File: config.mk
export PLATFORM = sky130hd
export DESIGN_NAME = pseudo_assoc_ctrl
export DESIGN_NICKNAME = d
export VERILOG_FILES = /design/src/rtl/pac_pkg.sv /design/src/rtl/pac_line_store.sv /design/src/rtl/pac_probe.sv /design/src/rtl/pac_ctrl_fsm.sv /design/src/rtl/pseudo_assoc_ctrl.sv
export SDC_FILE = /design/constraint.sdc
export NUM_CORES = 1
export LEC_CHECK = 0
export BUFFER_PORTS_ARGS = -buffer_cell sky130_fd_sc_hd__clkbuf_2
export CORE_ASPECT_RATIO = 1.5
export CORE_MARGIN = 1
export CORE_UTILIZATION = 39
export CTS_CLUSTER_DIAMETER = 150
export DETAILED_ROUTE_END_ITERATION = 8
export GPL_ROUTABILITY_DRIVEN = 0
export HOLD_SLACK_MARGIN = 0.08
export PLACE_DENSITY = 0.64
export SLEW_MARGIN = 20
export SYNTH_ARGS = -nofsm -noshare
export SYNTH_HDL_FRONTEND = slang
export SYNTH_SLANG_ARGS = --single-unit
File: constraint.sdc
create_clock -name clk -period 2.1 [get_ports clk]
set_input_delay 0.21 -clock clk [delete_from_list [all_inputs] [get_ports clk]]
set_output_delay 0.21 -clock clk [all_outputs]
set_load 0.05 [all_outputs]
File: src/rtl/pac_pkg.sv
package pac_pkg;

  typedef enum logic [1:0] {
    KIND_NONE   = 2'b00,
    KIND_FIRST  = 2'b01,
    KIND_SECOND = 2'b10,
    KIND_MISS   = 2'b11
  } hit_kind_e;

  typedef enum logic [2:0] {
    ST_IDLE   = 3'd0,
    ST_PROBE1 = 3'd1,
    ST_PROBE2 = 3'd2,
    ST_SWAP_A = 3'd3,
    ST_SWAP_B = 3'd4,
    ST_MREQ   = 3'd5,
    ST_MWAIT  = 3'd6
  } ctrl_state_e;

endpackage

File: src/rtl/pac_line_store.sv
module pac_line_store #(
  parameter int IDX_W  = 4,
  parameter int TAG_W  = 9,
  parameter int DATA_W = 16
) (
  input  logic              clk,
  input  logic              rst_n,
  input  logic [IDX_W-1:0]  rd0_idx,
  output logic              rd0_vld,
  output logic [TAG_W-1:0]  rd0_tag,
  output logic [DATA_W-1:0] rd0_data,
  input  logic [IDX_W-1:0]  rd1_idx,
  output logic              rd1_vld,
  output logic [TAG_W-1:0]  rd1_tag,
  output logic [DATA_W-1:0] rd1_data,
  input  logic              wa_en,
  input  logic [IDX_W-1:0]  wa_idx,
  input  logic              wa_vld,
  input  logic [TAG_W-1:0]  wa_tag,
  input  logic [DATA_W-1:0] wa_data,
  input  logic              wb_en,
  input  logic [IDX_W-1:0]  wb_idx,
  input  logic              wb_vld,
  input  logic [TAG_W-1:0]  wb_tag,
  input  logic [DATA_W-1:0] wb_data
);

  localparam int LINES = 1 << IDX_W;

  logic [LINES-1:0]  vld_q;
  logic [TAG_W-1:0]  tag_q  [LINES];
  logic [DATA_W-1:0] data_q [LINES];

  for (genvar g = 0; g < LINES; g++) begin : g_line
    logic              hit_a, hit_b, upd;
    logic              vld_d;
    logic [TAG_W-1:0]  tag_d;
    logic [DATA_W-1:0] data_d;

    always_comb begin
      hit_a  = wa_en && (wa_idx == IDX_W'(g));
      hit_b  = wb_en && (wb_idx == IDX_W'(g));
      upd    = hit_a || hit_b;
      vld_d  = hit_a ? wa_vld  : wb_vld;
      tag_d  = hit_a ? wa_tag  : wb_tag;
      data_d = hit_a ? wa_data : wb_data;
    end

    always_ff @(posedge clk or negedge rst_n) begin
      if (!rst_n) begin
        vld_q[g] <= 1'b0;
      end else if (upd) begin
        vld_q[g] <= vld_d;
      end
    end

    always_ff @(posedge clk) begin
      if (upd) begin
        tag_q[g]  <= tag_d;
        data_q[g] <= data_d;
      end
    end
  end

  always_comb begin
    rd0_vld  = vld_q[rd0_idx];
    rd0_tag  = tag_q[rd0_idx];
    rd0_data = data_q[rd0_idx];
    rd1_vld  = vld_q[rd1_idx];
    rd1_tag  = tag_q[rd1_idx];
    rd1_data = data_q[rd1_idx];
  end

  AST_WRITE_PORTS_DISJOINT: assert property (@(posedge clk) disable iff (!rst_n)
    (wa_en && wb_en) |-> (wa_idx != wb_idx));

endmodule

File: src/rtl/pac_probe.sv
module pac_probe #(
  parameter int TAG_W = 9
) (
  input  logic             ent_vld,
  input  logic [TAG_W-1:0] ent_tag,
  input  logic [TAG_W-1:0] want_tag,
  output logic             hit
);

  always_comb begin
    hit = ent_vld && (ent_tag == want_tag);
  end

endmodule

File: src/rtl/pac_ctrl_fsm.sv
module pac_ctrl_fsm
  import pac_pkg::*;
(
  input  logic        clk,
  input  logic        rst_n,
  input  logic        req_fire,
  input  logic        hit_home,
  input  logic        hit_alt,
  input  logic        mem_rsp_valid,
  output ctrl_state_e state
);

  ctrl_state_e state_q, state_d;

  always_comb begin
    state_d = state_q;
    unique case (state_q)
      ST_IDLE:   if (req_fire)      state_d = ST_PROBE1;
      ST_PROBE1: state_d = hit_home ? ST_IDLE : ST_PROBE2;
      ST_PROBE2: state_d = hit_alt  ? ST_SWAP_A : ST_MREQ;
      ST_SWAP_A: state_d = ST_SWAP_B;
      ST_SWAP_B: state_d = ST_IDLE;
      ST_MREQ:   state_d = ST_MWAIT;
      ST_MWAIT:  if (mem_rsp_valid) state_d = ST_IDLE;
      default:   state_d = ST_IDLE;
    endcase
  end

  always_ff @(posedge clk or negedge rst_n) begin
    if (!rst_n) begin
      state_q <= ST_IDLE;
    end else begin
      state_q <= state_d;
    end
  end

  assign state = state_q;

  AST_SWAP_TAKES_TWO: assert property (@(posedge clk) disable iff (!rst_n)
    (state_q == ST_SWAP_A) |=> (state_q == ST_SWAP_B));

endmodule

File: src/rtl/pseudo_assoc_ctrl.sv
module pseudo_assoc_ctrl
  import pac_pkg::*;
#(
  parameter int ADDR_W = 12,
  parameter int IDX_W  = 4,
  parameter int DATA_W = 16
) (
  input  logic              clk,
  input  logic              rst_n,
  input  logic              req_valid,
  input  logic [ADDR_W-1:0] req_addr,
  output logic              req_ready,
  output logic              rsp_valid,
  output logic [DATA_W-1:0] rsp_data,
  output logic [1:0]        rsp_kind,
  output logic              mem_req_valid,
  output logic [ADDR_W-1:0] mem_req_addr,
  input  logic              mem_rsp_valid,
  input  logic [DATA_W-1:0] mem_rsp_data
);

  localparam int UP_W  = ADDR_W - IDX_W;
  localparam int TAG_W = UP_W + 1;

  // reset: asserted asynchronously, released on a clock edge
  logic [1:0] rst_pipe_q;
  logic       rst_sync_n;

  always_ff @(posedge clk or negedge rst_n) begin
    if (!rst_n) begin
      rst_pipe_q <= 2'b00;
    end else begin
      rst_pipe_q <= {rst_pipe_q[0], 1'b1};
    end
  end
  assign rst_sync_n = rst_pipe_q[1];

  ctrl_state_e state;
  logic        req_fire;

  logic [ADDR_W-1:0] addr_q;
  logic [IDX_W-1:0]  home_idx, alt_idx;
  logic [TAG_W-1:0]  want_tag;

  always_ff @(posedge clk or negedge rst_sync_n) begin
    if (!rst_sync_n) begin
      addr_q <= '0;
    end else if (req_fire) begin
      addr_q <= req_addr;
    end
  end

  always_comb begin
    home_idx = addr_q[IDX_W-1:0];
    alt_idx  = {~addr_q[IDX_W-1], addr_q[IDX_W-2:0]};
    want_tag = {addr_q[ADDR_W-1:IDX_W], addr_q[IDX_W-1]};
  end

  // store ports
  logic              h_vld, a_vld;
  logic [TAG_W-1:0]  h_tag, a_tag;
  logic [DATA_W-1:0] h_data, a_data;
  logic              wa_en, wa_vld, wb_en, wb_vld;
  logic [TAG_W-1:0]  wa_tag, wb_tag;
  logic [DATA_W-1:0] wa_data, wb_data;

  pac_line_store #(.IDX_W(IDX_W), .TAG_W(TAG_W), .DATA_W(DATA_W)) u_store (
    .clk      (clk),
    .rst_n    (rst_sync_n),
    .rd0_idx  (home_idx),
    .rd0_vld  (h_vld),
    .rd0_tag  (h_tag),
    .rd0_data (h_data),
    .rd1_idx  (alt_idx),
    .rd1_vld  (a_vld),
    .rd1_tag  (a_tag),
    .rd1_data (a_data),
    .wa_en    (wa_en),
    .wa_idx   (home_idx),
    .wa_vld   (wa_vld),
    .wa_tag   (wa_tag),
    .wa_data  (wa_data),
    .wb_en    (wb_en),
    .wb_idx   (alt_idx),
    .wb_vld   (wb_vld),
    .wb_tag   (wb_tag),
    .wb_data  (wb_data)
  );

  // one comparator per probe location
  logic [1:0]             probe_hit;
  logic [1:0]             probe_vld;
  logic [1:0][TAG_W-1:0]  probe_tag;

  assign probe_vld = {a_vld, h_vld};
  assign probe_tag = {a_tag, h_tag};

  for (genvar p = 0; p < 2; p++) begin : g_probe
    pac_probe #(.TAG_W(TAG_W)) u_probe (
      .ent_vld  (probe_vld[p]),
      .ent_tag  (probe_tag[p]),
      .want_tag (want_tag),
      .hit      (probe_hit[p])
    );
  end

  logic hit_home, hit_alt;
  assign hit_home = probe_hit[0];
  assign hit_alt  = probe_hit[1];

  pac_ctrl_fsm u_fsm (
    .clk           (clk),
    .rst_n         (rst_sync_n),
    .req_fire      (req_fire),
    .hit_home      (hit_home),
    .hit_alt       (hit_alt),
    .mem_rsp_valid (mem_rsp_valid),
    .state         (state)
  );

  assign req_ready = (state == ST_IDLE) && rst_sync_n;
  assign req_fire  = req_valid && req_ready;

  // copies of both lines taken at the end of the first probe
  logic              hold_en;
  logic              hh_vld_q, ha_vld_q;
  logic [TAG_W-1:0]  hh_tag_q, ha_tag_q;
  logic [DATA_W-1:0] hh_data_q, ha_data_q;

  assign hold_en = (state == ST_PROBE1);

  always_ff @(posedge clk or negedge rst_sync_n) begin
    if (!rst_sync_n) begin
      hh_vld_q <= 1'b0;
      ha_vld_q <= 1'b0;
    end else if (hold_en) begin
      hh_vld_q <= h_vld;
      ha_vld_q <= a_vld;
    end
  end

  always_ff @(posedge clk) begin
    if (hold_en) begin
      hh_tag_q  <= h_tag;
      hh_data_q <= h_data;
      ha_tag_q  <= a_tag;
      ha_data_q <= a_data;
    end
  end

  // write control: port A always targets the home index, port B the partner
  logic refill_done;
  assign refill_done = (state == ST_MWAIT) && mem_rsp_valid;

  always_comb begin
    wa_en   = 1'b0;
    wa_vld  = 1'b0;
    wa_tag  = want_tag;
    wa_data = mem_rsp_data;
    wb_en   = 1'b0;
    wb_vld  = hh_vld_q;
    wb_tag  = hh_tag_q;
    wb_data = hh_data_q;
    if (state == ST_SWAP_A) begin
      wa_en   = 1'b1;
      wa_vld  = ha_vld_q;
      wa_tag  = ha_tag_q;
      wa_data = ha_data_q;
    end else if (refill_done) begin
      wa_en   = 1'b1;
      wa_vld  = 1'b1;
    end
    if (state == ST_SWAP_B) begin
      wb_en = 1'b1;
    end else if (refill_done && hh_vld_q) begin
      wb_en = 1'b1;
    end
  end

  // response register
  logic              rsp_v_d, rsp_v_q;
  hit_kind_e         rsp_k_d, rsp_k_q;
  logic [DATA_W-1:0] rsp_dat_d, rsp_dat_q;

  always_comb begin
    rsp_v_d   = 1'b0;
    rsp_k_d   = KIND_NONE;
    rsp_dat_d = mem_rsp_data;
    if ((state == ST_PROBE1) && hit_home) begin
      rsp_v_d   = 1'b1;
      rsp_k_d   = KIND_FIRST;
      rsp_dat_d = h_data;
    end else if ((state == ST_PROBE2) && hit_alt) begin
      rsp_v_d   = 1'b1;
      rsp_k_d   = KIND_SECOND;
      rsp_dat_d = a_data;
    end else if (refill_done) begin
      rsp_v_d   = 1'b1;
      rsp_k_d   = KIND_MISS;
    end
  end

  always_ff @(posedge clk or negedge rst_sync_n) begin
    if (!rst_sync_n) begin
      rsp_v_q <= 1'b0;
      rsp_k_q <= KIND_NONE;
    end else begin
      rsp_v_q <= rsp_v_d;
      if (rsp_v_d) begin
        rsp_k_q <= rsp_k_d;
      end
    end
  end

  always_ff @(posedge clk) begin
    if (rsp_v_d) begin
      rsp_dat_q <= rsp_dat_d;
    end
  end

  assign rsp_valid     = rsp_v_q;
  assign rsp_kind      = rsp_k_q;
  assign rsp_data      = rsp_dat_q;
  assign mem_req_valid = (state == ST_MREQ);
  assign mem_req_addr  = addr_q;

  AST_FIRST_HIT_LATENCY: assert property (@(posedge clk) disable iff (!rst_sync_n)
    ((state == ST_PROBE1) && hit_home) |=> (rsp_valid && (rsp_kind == KIND_FIRST) && req_ready));
  AST_SECOND_HIT_KIND: assert property (@(posedge clk) disable iff (!rst_sync_n)
    ((state == ST_PROBE2) && hit_alt) |=> (rsp_valid && (rsp_kind == KIND_SECOND)));
  AST_SWAP_MAKES_HOME_HIT: assert property (@(posedge clk) disable iff (!rst_sync_n)
    (state == ST_SWAP_B) |=> hit_home);
  AST_SECOND_HIT_BUSY: assert property (@(posedge clk) disable iff (!rst_sync_n)
    (rsp_valid && (rsp_kind == KIND_SECOND)) |-> !req_ready);
  AST_MEM_REQ_PULSE: assert property (@(posedge clk) disable iff (!rst_sync_n)
    mem_req_valid |=> !mem_req_valid);
  AST_REFILL_INSTALLS_HOME: assert property (@(posedge clk) disable iff (!rst_sync_n)
    refill_done |=> (hit_home && rsp_valid && (rsp_kind == KIND_MISS)));
  AST_IDLE_MEMRSP_IGNORED: assert property (@(posedge clk) disable iff (!rst_sync_n)
    ((state == ST_IDLE) && mem_rsp_valid) |=> !rsp_valid);
  AST_NO_DOUBLE_HIT_SAME_TAG: assert property (@(posedge clk) disable iff (!rst_sync_n)
    (state == ST_PROBE1) |-> !(hit_home && hit_alt));

endmodule

==> results of run 1 <==
final timing paths:
kind | slack (ns) | cells past startpoint | end | from
worst max-delay path | -1.31 | 9 | rsp_data[8]$_DFFE_PP_ | mem_req_addr[2]$_DFFE_PN0P_
min in group asynchronous | 0.40 | 1 | mem_req_addr[4]$_DFFE_PN0P_ | rst_pipe_q[1]$_DFF_PN0_
max in group asynchronous | 1.23 | 1 | mem_req_addr[1]$_DFFE_PN0P_ | rst_pipe_q[1]$_DFF_PN0_
worst min-delay path | 0.21 | 3 | u_fsm.state[0]$_DFFE_PN0P_ | req_valid
worst max register to register | -1.31 | 9 | rsp_data[8]$_DFFE_PP_ | mem_req_addr[2]$_DFFE_PN0P_
worst min register to register | 0.36 | 0 | rst_pipe_q[1]$_DFF_PN0_ | rst_pipe_q[0]$_DFF_PN0_
layer usage:
metal / wire (um) / global-route usage / part of all wire / vias to the layer above
li1: - / - / - / 8708
met4: 8020 / 0.196 / 0.087 / 0
met3: 6570 / 0.0359 / 0.071 / 330
met2: 46100 / 0.449 / 0.50 / 1174
met1: 31500 / 0.302 / 0.34 / 9957
met5: 0 / 0 / 0 / -
cells by family (layout without fill, tap and decap cells):
kind of cell,count (synthesis),in the layout,share of synthesized area
AOI/OAI and AO/OA,593,593,0.128
other,1,2,0.000149
buffers and inverters,248,597,0.0445
muxes,197,197,0.125
and+or+nand+nor,643,646,0.104
xor gates and xnor gates,12,12,0.00477
DFF,504,504,0.594
report_power, final:
group          total (mW)  switching (mW)  internal [mW]
Clock                9.84            4.15           5.69
Sequential           14.4            1.34           13.1
Combinational        24.5            13.7           10.8
layout make-up:
class | count | area, um2 | area share
Sequential cell | 504 | 15000 | 0.436
Antenna cell | 1 | 2.50 | 0.0000729
Inverter | 18 | 88.8 | 0.00259
Tap cell | 805 | 1010 | 0.0294
Clock inverter | 36 | 458 | 0.0133
Timing Repair Buffer | 485 | 5510 | 0.161
Multi-Input combinational cell | 1449 | 11000 | 0.320
Clock buffer | 58 | 1300 | 0.0380
cell usage in the layout, fill, tap and decap left out, drive strengths merged, types with 3 or more instances in the layout:
cell type | netlist | routed
dfrtp | 38 | 38
a21oi | 350 | 350
clkinv | 1 | 19
inv | 17 | 18
clkbuf | 184 | 144
a31oi | 4 | 4
a22oi | 4 | 4
a21o | 4 | 4
o22a | 3 | 3
nand3 | 12 | 14
mux4 | 84 | 84
bufinv | 0 | 11
mux2 | 45 | 45
nor4 | 18 | 18
nand2 | 214 | 214
nor2 | 350 | 350
nor2b | 5 | 5
a211oi | 6 | 6
o21ai | 163 | 163
and2b | 3 | 3
dlygate4sd3 | 1 | 31
clkinvlp | 0 | 6
nor3 | 7 | 7
o22ai | 15 | 15
or4 | 3 | 3
and2 | 20 | 20
edfxtp | 466 | 466
nand2b | 3 | 3
buf | 44 | 367
xor2 | 8 | 8
xnor2 | 4 | 4
mux2i | 68 | 68
a32oi | 19 | 19
synth_stat cells (4+ instances only):
master	n
edfxtp_1	466
nand2_1	214
o22ai_1	15
buf_6	8
buf_1	14
nor2b_1	5
mux4_1	9
dfrtp_1	38
a211oi_1	6
clkbuf_1	182
inv_1	17
buf_12	4
xor2_1	7
buf_4	5
o21ai_0	151
a21o_1	4
buf_2	13
mux2_2	45
nor2_1	350
nor3_1	6
mux4_2	75
mux2i_1	66
a32oi_1	19
nand3_1	12
and2_1	19
a31oi_1	4
o21ai_1	11
a21oi_1	350
a22oi_1	4
nor4_1	18
worst max-delay path, delay by kind of cell (launching register included):
family	cells	cell delay (ns)
AND/OR/NAND/NOR	3	1.36
multiplexers	2	0.70
flip-flops	1	0.48
AO/OA/AOI/OAI	3	0.41
buffers and inverters	1	0.22
what timing repair did:
item,CTS,global route
gates resized for setup,102,220
pin swaps,11,39
endpoints found under the hold margin,33,0
setup endpoints to repair,898,901
setup buffers,11,60
cloned,7,25
hold buffers,31,0
sequential cells by signal, summed over array words and instances (netlist names), 2 cells and up:
register	flops
rst_pipe_q	2
rsp_data	16
u_store.tag_q	144
ha_data_q	16
rsp_kind	2
mem_req_addr	12
u_store.data_q	256
hh_data_q	16
u_store.vld_q	16
u_fsm.state	3
ha_tag_q	9
hh_tag_q	9
==> metrics.txt, run 1 <==
worst hold path class=in2reg; Overall Global Routing Usage=0.263; DPL Wire Length=just under 60 mm; CTS tree=built; fin nets=2,540; CTS clk-pin slew, worst paths=around 0.070 ns; Synth top area share=0.556; Chip Height=313 um; vias in the first global route=19,340; Synth async-reset ratio=0.0754; Filler cells=a little over 5,000; via count=20,169; largest net degree at the start of global routing=43; drt drc=0; CTS H-tree depth=2; Crit path arrival time=3.79 ns; Netlist Area Pre-Place=0.0252 mm2; layout cells sized above 1=0.390; initial core utilization=0.396; Clock Skews=0.0411 ns; post-synthesis average cell area=11.4 um2; final instance area=0.0343 mm2; max_cap viols=0; commonest register cell after synthesis=edfxtp_1; RSZ-0062 raised after global routing=yes; failing checks=negative setup slack; Num CTS Buffers=50; Worst setup EP type=flop; pwr/cell area=1420 mW/mm2; Worst Path Max Fanout=8; Net Count, Synth=2,230; Syn Inst Count=2,198; Worst Max-Slew Pin Slew=slightly above 0.8 ns; Clk Latency, worst-skew pair=0.64 ns; die extent in x=209 um; Worst EP required=2.48 ns; Final Hold Vio Count=0; DIE AREA=0.0656 mm2; wire length per cell=27.5 um; EDFF count, synth=466; P_leak=12.6 nW; drt first pass iters=6; placed instance count=3,137; Worst setup SP type=flop; 1st-iter DRT viols=2,303; placed cell area=0.0296 mm2; count of final setup violators=681; post-place setup slack=-1.40 ns; final wirelength=~90 mm; antenna viol nets, final=0; clock sinks=504; Setup WS post-layout=-1.31 ns; CP max stage cell=or4b_4; Top-Level Pins=65; count of final max-slew check failures=0; maximum vdd ir drop=0.882 mV; minimum clock period=3.41 ns; global-route wire length before repair=127 mm; Port Buf Inserts=64; area growth from synthesis to layout=36.3%; Layout Utilization=0.539; core area=0.0636 mm2; fmax=slightly below 300 MHz; drt via density=about 6; grt ovf=0; final non-filler cell total=3,356; register area share after synthesis=0.594; setup TNS=-163.45 ns; clock root cell=clkbuf_16; Min Hold Slack=0.206 ns; Rows=113; kind of critical path=reg2reg; count of cell types in the netlist=73; initial antenna violation count=0; status=complete, but fails checks; fin crit share=1.62; yosys warns=0; top post-synthesis cells by area=edfxtp_1, a21oi_1, mux4_2; Slew Limit Headroom=0.461; slowest stage delay, CP=0.62 ns; flops & latches, synth=504; crit-path cells=clkbuf_4 -> mux2i_1 -> a22oi_2 -> nand2_1 -> mux2_2 -> or4_4 -> or4b_4 -> o21ai_1 -> a21oi_1; Max clock buf depth=3; Pwr Total=48.8 mW; area leader, netlist=edfxtp_1
(Power assumes the default switching activity.)
==> run 2, diff against run 1 <==
--- a/config.mk
+++ b/config.mk
@@ -5,11 +5,13 @@
 export SDC_FILE = /design/constraint.sdc
 export NUM_CORES = 1
 export LEC_CHECK = 0
+export ABC_AREA = 1
 export BUFFER_PORTS_ARGS = -buffer_cell sky130_fd_sc_hd__clkbuf_2
 export CORE_ASPECT_RATIO = 1.5
 export CORE_MARGIN = 1
 export CORE_UTILIZATION = 39
 export CTS_CLUSTER_DIAMETER = 150
+export CTS_CLUSTER_SIZE = 12
 export DETAILED_ROUTE_END_ITERATION = 8
 export GPL_ROUTABILITY_DRIVEN = 0
 export HOLD_SLACK_MARGIN = 0.08
==> run 2 against run 1 <==
  * The flow still finishes with violations (negative setup slack)
  * Highest routed layer unchanged
  * Largest power group unchanged
  * Sequential share of layout area grew 5.1 points
  * Utilization shrank 5.4 points
  * Synthesized area shrank 1.2%
  * Critical endpoint is now rsp_data[15]$_DFFE_PP_
  * Routed wire length shrank 4.5%
  * First-iteration DRC count shrank 0.83%
  * Power shrank 9.8%
==> metrics.txt, run 2 <==
delay-heaviest family, CP=simple AND/OR/NAND/NOR gates; worst hold path class=in2reg; layout cells sized above 1=0.188 (-0.202); Buf/Inv on CP=5 (+4); CP most frequent cell=nand2_1; biggest regs=u_store.data_q (256), u_store.tag_q (144); Filler cells=5,642 (+10%); via count=21,299 (+5.6%); CTS clk-pin slew, worst paths=0.06 ns (about the same); antenna fix cells=0 (-1); met1 usage=0.300 (-0.00214); Syn Inst Count=2,704 (+23%); Synth async-reset ratio=0.0754 (unchanged); top post-synthesis cells by area=edfxtp_1, nand2_1, o21ai_0; Netlist Area Pre-Place=0.0249 mm2 (-1.2%); clock root cell=clkbuf_16; Overall Global Routing Usage=0.267 (+0.00374); Chip Height=311 um (-0.61%); Worst EP required=2.44 ns (-0.04 ns); drt first pass iters=6 (unchanged); Clock Skews=0.0181 ns (-0.0230 ns); most frequent cell after synthesis=nand2_1; Slew Limit Headroom=0.647 (+0.187); slowest stage delay, CP=0.45 ns (-0.17 ns); Port Buf Inserts=64 (unchanged); RSZ-0062 raised after global routing=yes; placed cell area=0.0285 mm2 (-3.9%); final non-filler cell total=3,757 (+12%); CTS tree=built; grt ovf=0 (unchanged); synth cell count leaders=nand2_1, edfxtp_1, o21ai_0; kind of critical path=reg2reg; Num CTS Buffers=47 (-6.0%); area of the multi-input gates=0.00884 mm2 (-19%); drt drc=0 (unchanged); R2R setup slack=-0.62 ns (+0.69 ns); CTS H-tree depth=2 (unchanged); count of cell types in the netlist=39 (-47%); CP max stage cell=dfrtp_2; DPL Wire Length=58.1 mm (about the same); commonest register cell after synthesis=edfxtp_1; clock sinks=504 (unchanged); initial antenna violation count=0 (unchanged); Worst Max-Slew Pin Slew=0.529 ns (-0.281 ns); Largest register FFs=256 (unchanged); fmax=368 MHz (+25%); 1st-iter DRT viols=2,284 (-0.83%); vias in the first global route=21,355 (+10%); max_cap viols=0 (unchanged); global-route wire length before repair=129 mm (+2.0%); pwr/cell area=1430 mW/mm2 (+0.79%); maximum vdd ir drop=0.996 mV (+13%); fin nets=2,964 (+17%); count of final setup violators=479 (-30%); flops & latches, synth=504 (unchanged); wire length per cell=23.4 um (-15%); Pwr Total=44.0 mW (-9.8%); count of final max-slew check failures=0 (unchanged); yosys warns=0 (unchanged); total area of sequential cells=0.0150 mm2 (about the same); status=complete, but fails checks; post-synthesis average cell area=9.19 um2 (-20%); placed instance count=3,645 (+16%); initial core utilization=0.393 (-0.00220); minimum clock period=2.72 ns (-0.691 ns); Top-Level Pins=65 (unchanged); M2 GR Usage=0.453 (+0.00378); EDFF count, synth=466 (unchanged); DIE AREA=0.0648 mm2 (-1.2%); Crit path arrival time=3.05 ns (-0.74 ns); Final Hold Vio Count=0 (unchanged); met3 Use GR=0.0342 (-0.00165); setup TNS=-48.00 ns (+115.44 ns); Worst setup EP type=flop; Net Count, Synth=2,736 (+23%); antenna viol nets, final=0 (unchanged); Clk Latency, worst-skew pair=0.58 ns (-0.06 ns); largest net degree at the start of global routing=53 (+23%); fin crit share=1.29 (-0.329); core area=0.0632 mm2 (-0.67%); final instance area=0.0307 mm2 (-11%); most frequent cells in the layout=nand2_1, edfxtp_1, o21ai_0; post-place setup slack=-0.846 ns (+0.557 ns); drt via density=5.67 (-5.7%); global routing's busiest layer=met2; area leader, netlist=edfxtp_1; die extent in x=208 um (-0.60%); Worst setup SP type=flop; P_leak=11.1 nW (-12%); failing checks=negative setup slack; Max clock buf depth=3 (unchanged); most flop-heavy register=u_store.data_q; final wirelength=88.0 mm (-4.5%); crit-path cells=buf_4 -> nor2_4 -> buf_12 -> nand2_1 -> nand4_1 -> buf_4 -> nand3_2 -> nand2_1 -> nand2_1 -> nand2_1 -> nor2_1 -> nand2_1 -> nor2_4 -> buf_12 -> nand3_4 -> clkbuf_16 -> nand2_1 -> nand3_1 -> nand2_1; commonest non-fill, non-tap cell in the layout=nand2_1; Rows=113 (unchanged); Worst Path Max Fanout=8 (unchanged); Setup WS post-layout=-0.616 ns (+0.691 ns); Synth top area share=0.563 (+0.00686); register area share after synthesis=0.601 (+0.00732); area growth from synthesis to layout=23.4%
-- run 2: stage by stage --
stage / hold WS (ns) / util
after floorplan: -0.0856 / -
after global placement: -0.00351 / 0.450
after detailed placement: 0.00536 / 0.450
after CTS: 0.100 / 0.481
after global routing: 0.113 / 0.485
final: 0.124 / 0.485
-- run 2: worst paths after layout --
| check | startpoint | end | depth (start not counted) |
|---|---|---|---|
| max | mem_req_addr[0]$_DFFE_PN0P_ | rsp_data[15]$_DFFE_PP_ | 19 |
| min | mem_rsp_data[1] | rsp_data[1]$_DFFE_PP_ | 5 |
| max reg2reg | mem_req_addr[0]$_DFFE_PN0P_ | rsp_data[15]$_DFFE_PP_ | 19 |
| min reg2reg | rst_pipe_q[1]$_DFF_PN0_ | rsp_valid$_DFF_PN0_ | 1 |
| max in group asynchronous | rst_pipe_q[1]$_DFF_PN0_ | mem_req_addr[1]$_DFFE_PN0P_ | 1 |
| min in group asynchronous | rst_pipe_q[1]$_DFF_PN0_ | rsp_valid$_DFF_PN0_ | 1 |
-- run 2: repair_timing --
item / CTS / global route
gates cloned: 1 / 2
endpoints found under the hold margin: 30 / 0
pin swaps: 9 / 12
setup buffers: 6 / 4
hold buffers: 30 / 0
endpoints found under the setup margin: 677 / 806
gates resized for setup: 59 / 64
-- run 2: area by class of cell --
class / instances / share of cell area
Timing Repair Buffer: 397 / 0.130
Multi-Input combinational cell: 1847 / 0.288
Sequential cell: 504 / 0.487
Inverter: 135 / 0.0190
Tap cell: 805 / 0.0328
Clock inverter: 2 / 0.000816
Clock buffer: 67 / 0.0415
-- run 2: worst min-delay path, stage by stage --
cell and delay, ns:
clkbuf_2 0.07, inv_1 0.10, nand2_1 0.09, nand3_1 0.06, nand2_1 0.07
-- run 2: layer usage --
metal / part of all wire / vias to the layer above / wire (um)
met3: 0.072 / 323 / 6320
met4: 0.095 / 0 / 8330
met1: 0.35 / 10113 / 30800
met2: 0.48 / 1090 / 42600
li1: - / 9773 / -
met5: 0 / - / 0
-- run 2: kinds of logic (layout without fill, tap and decap cells) --
kind of cell	Yosys count	in the layout	synth area share
and+or+nand+nor	1201	1202	0.196
AOI/OAI and AO/OA	641	641	0.141
other	1	1	0.000151
buffers and inverters	354	601	0.0605
xor gates and xnor gates	2	2	0.000705
DFF	504	504	0.601
muxes	1	1	0.000453
-- run 2: power breakdown --
group	internal (mW)	switching, mW
Sequential	13.8	0.620
Combinational	7.59	14.1
Clock	4.16	3.71
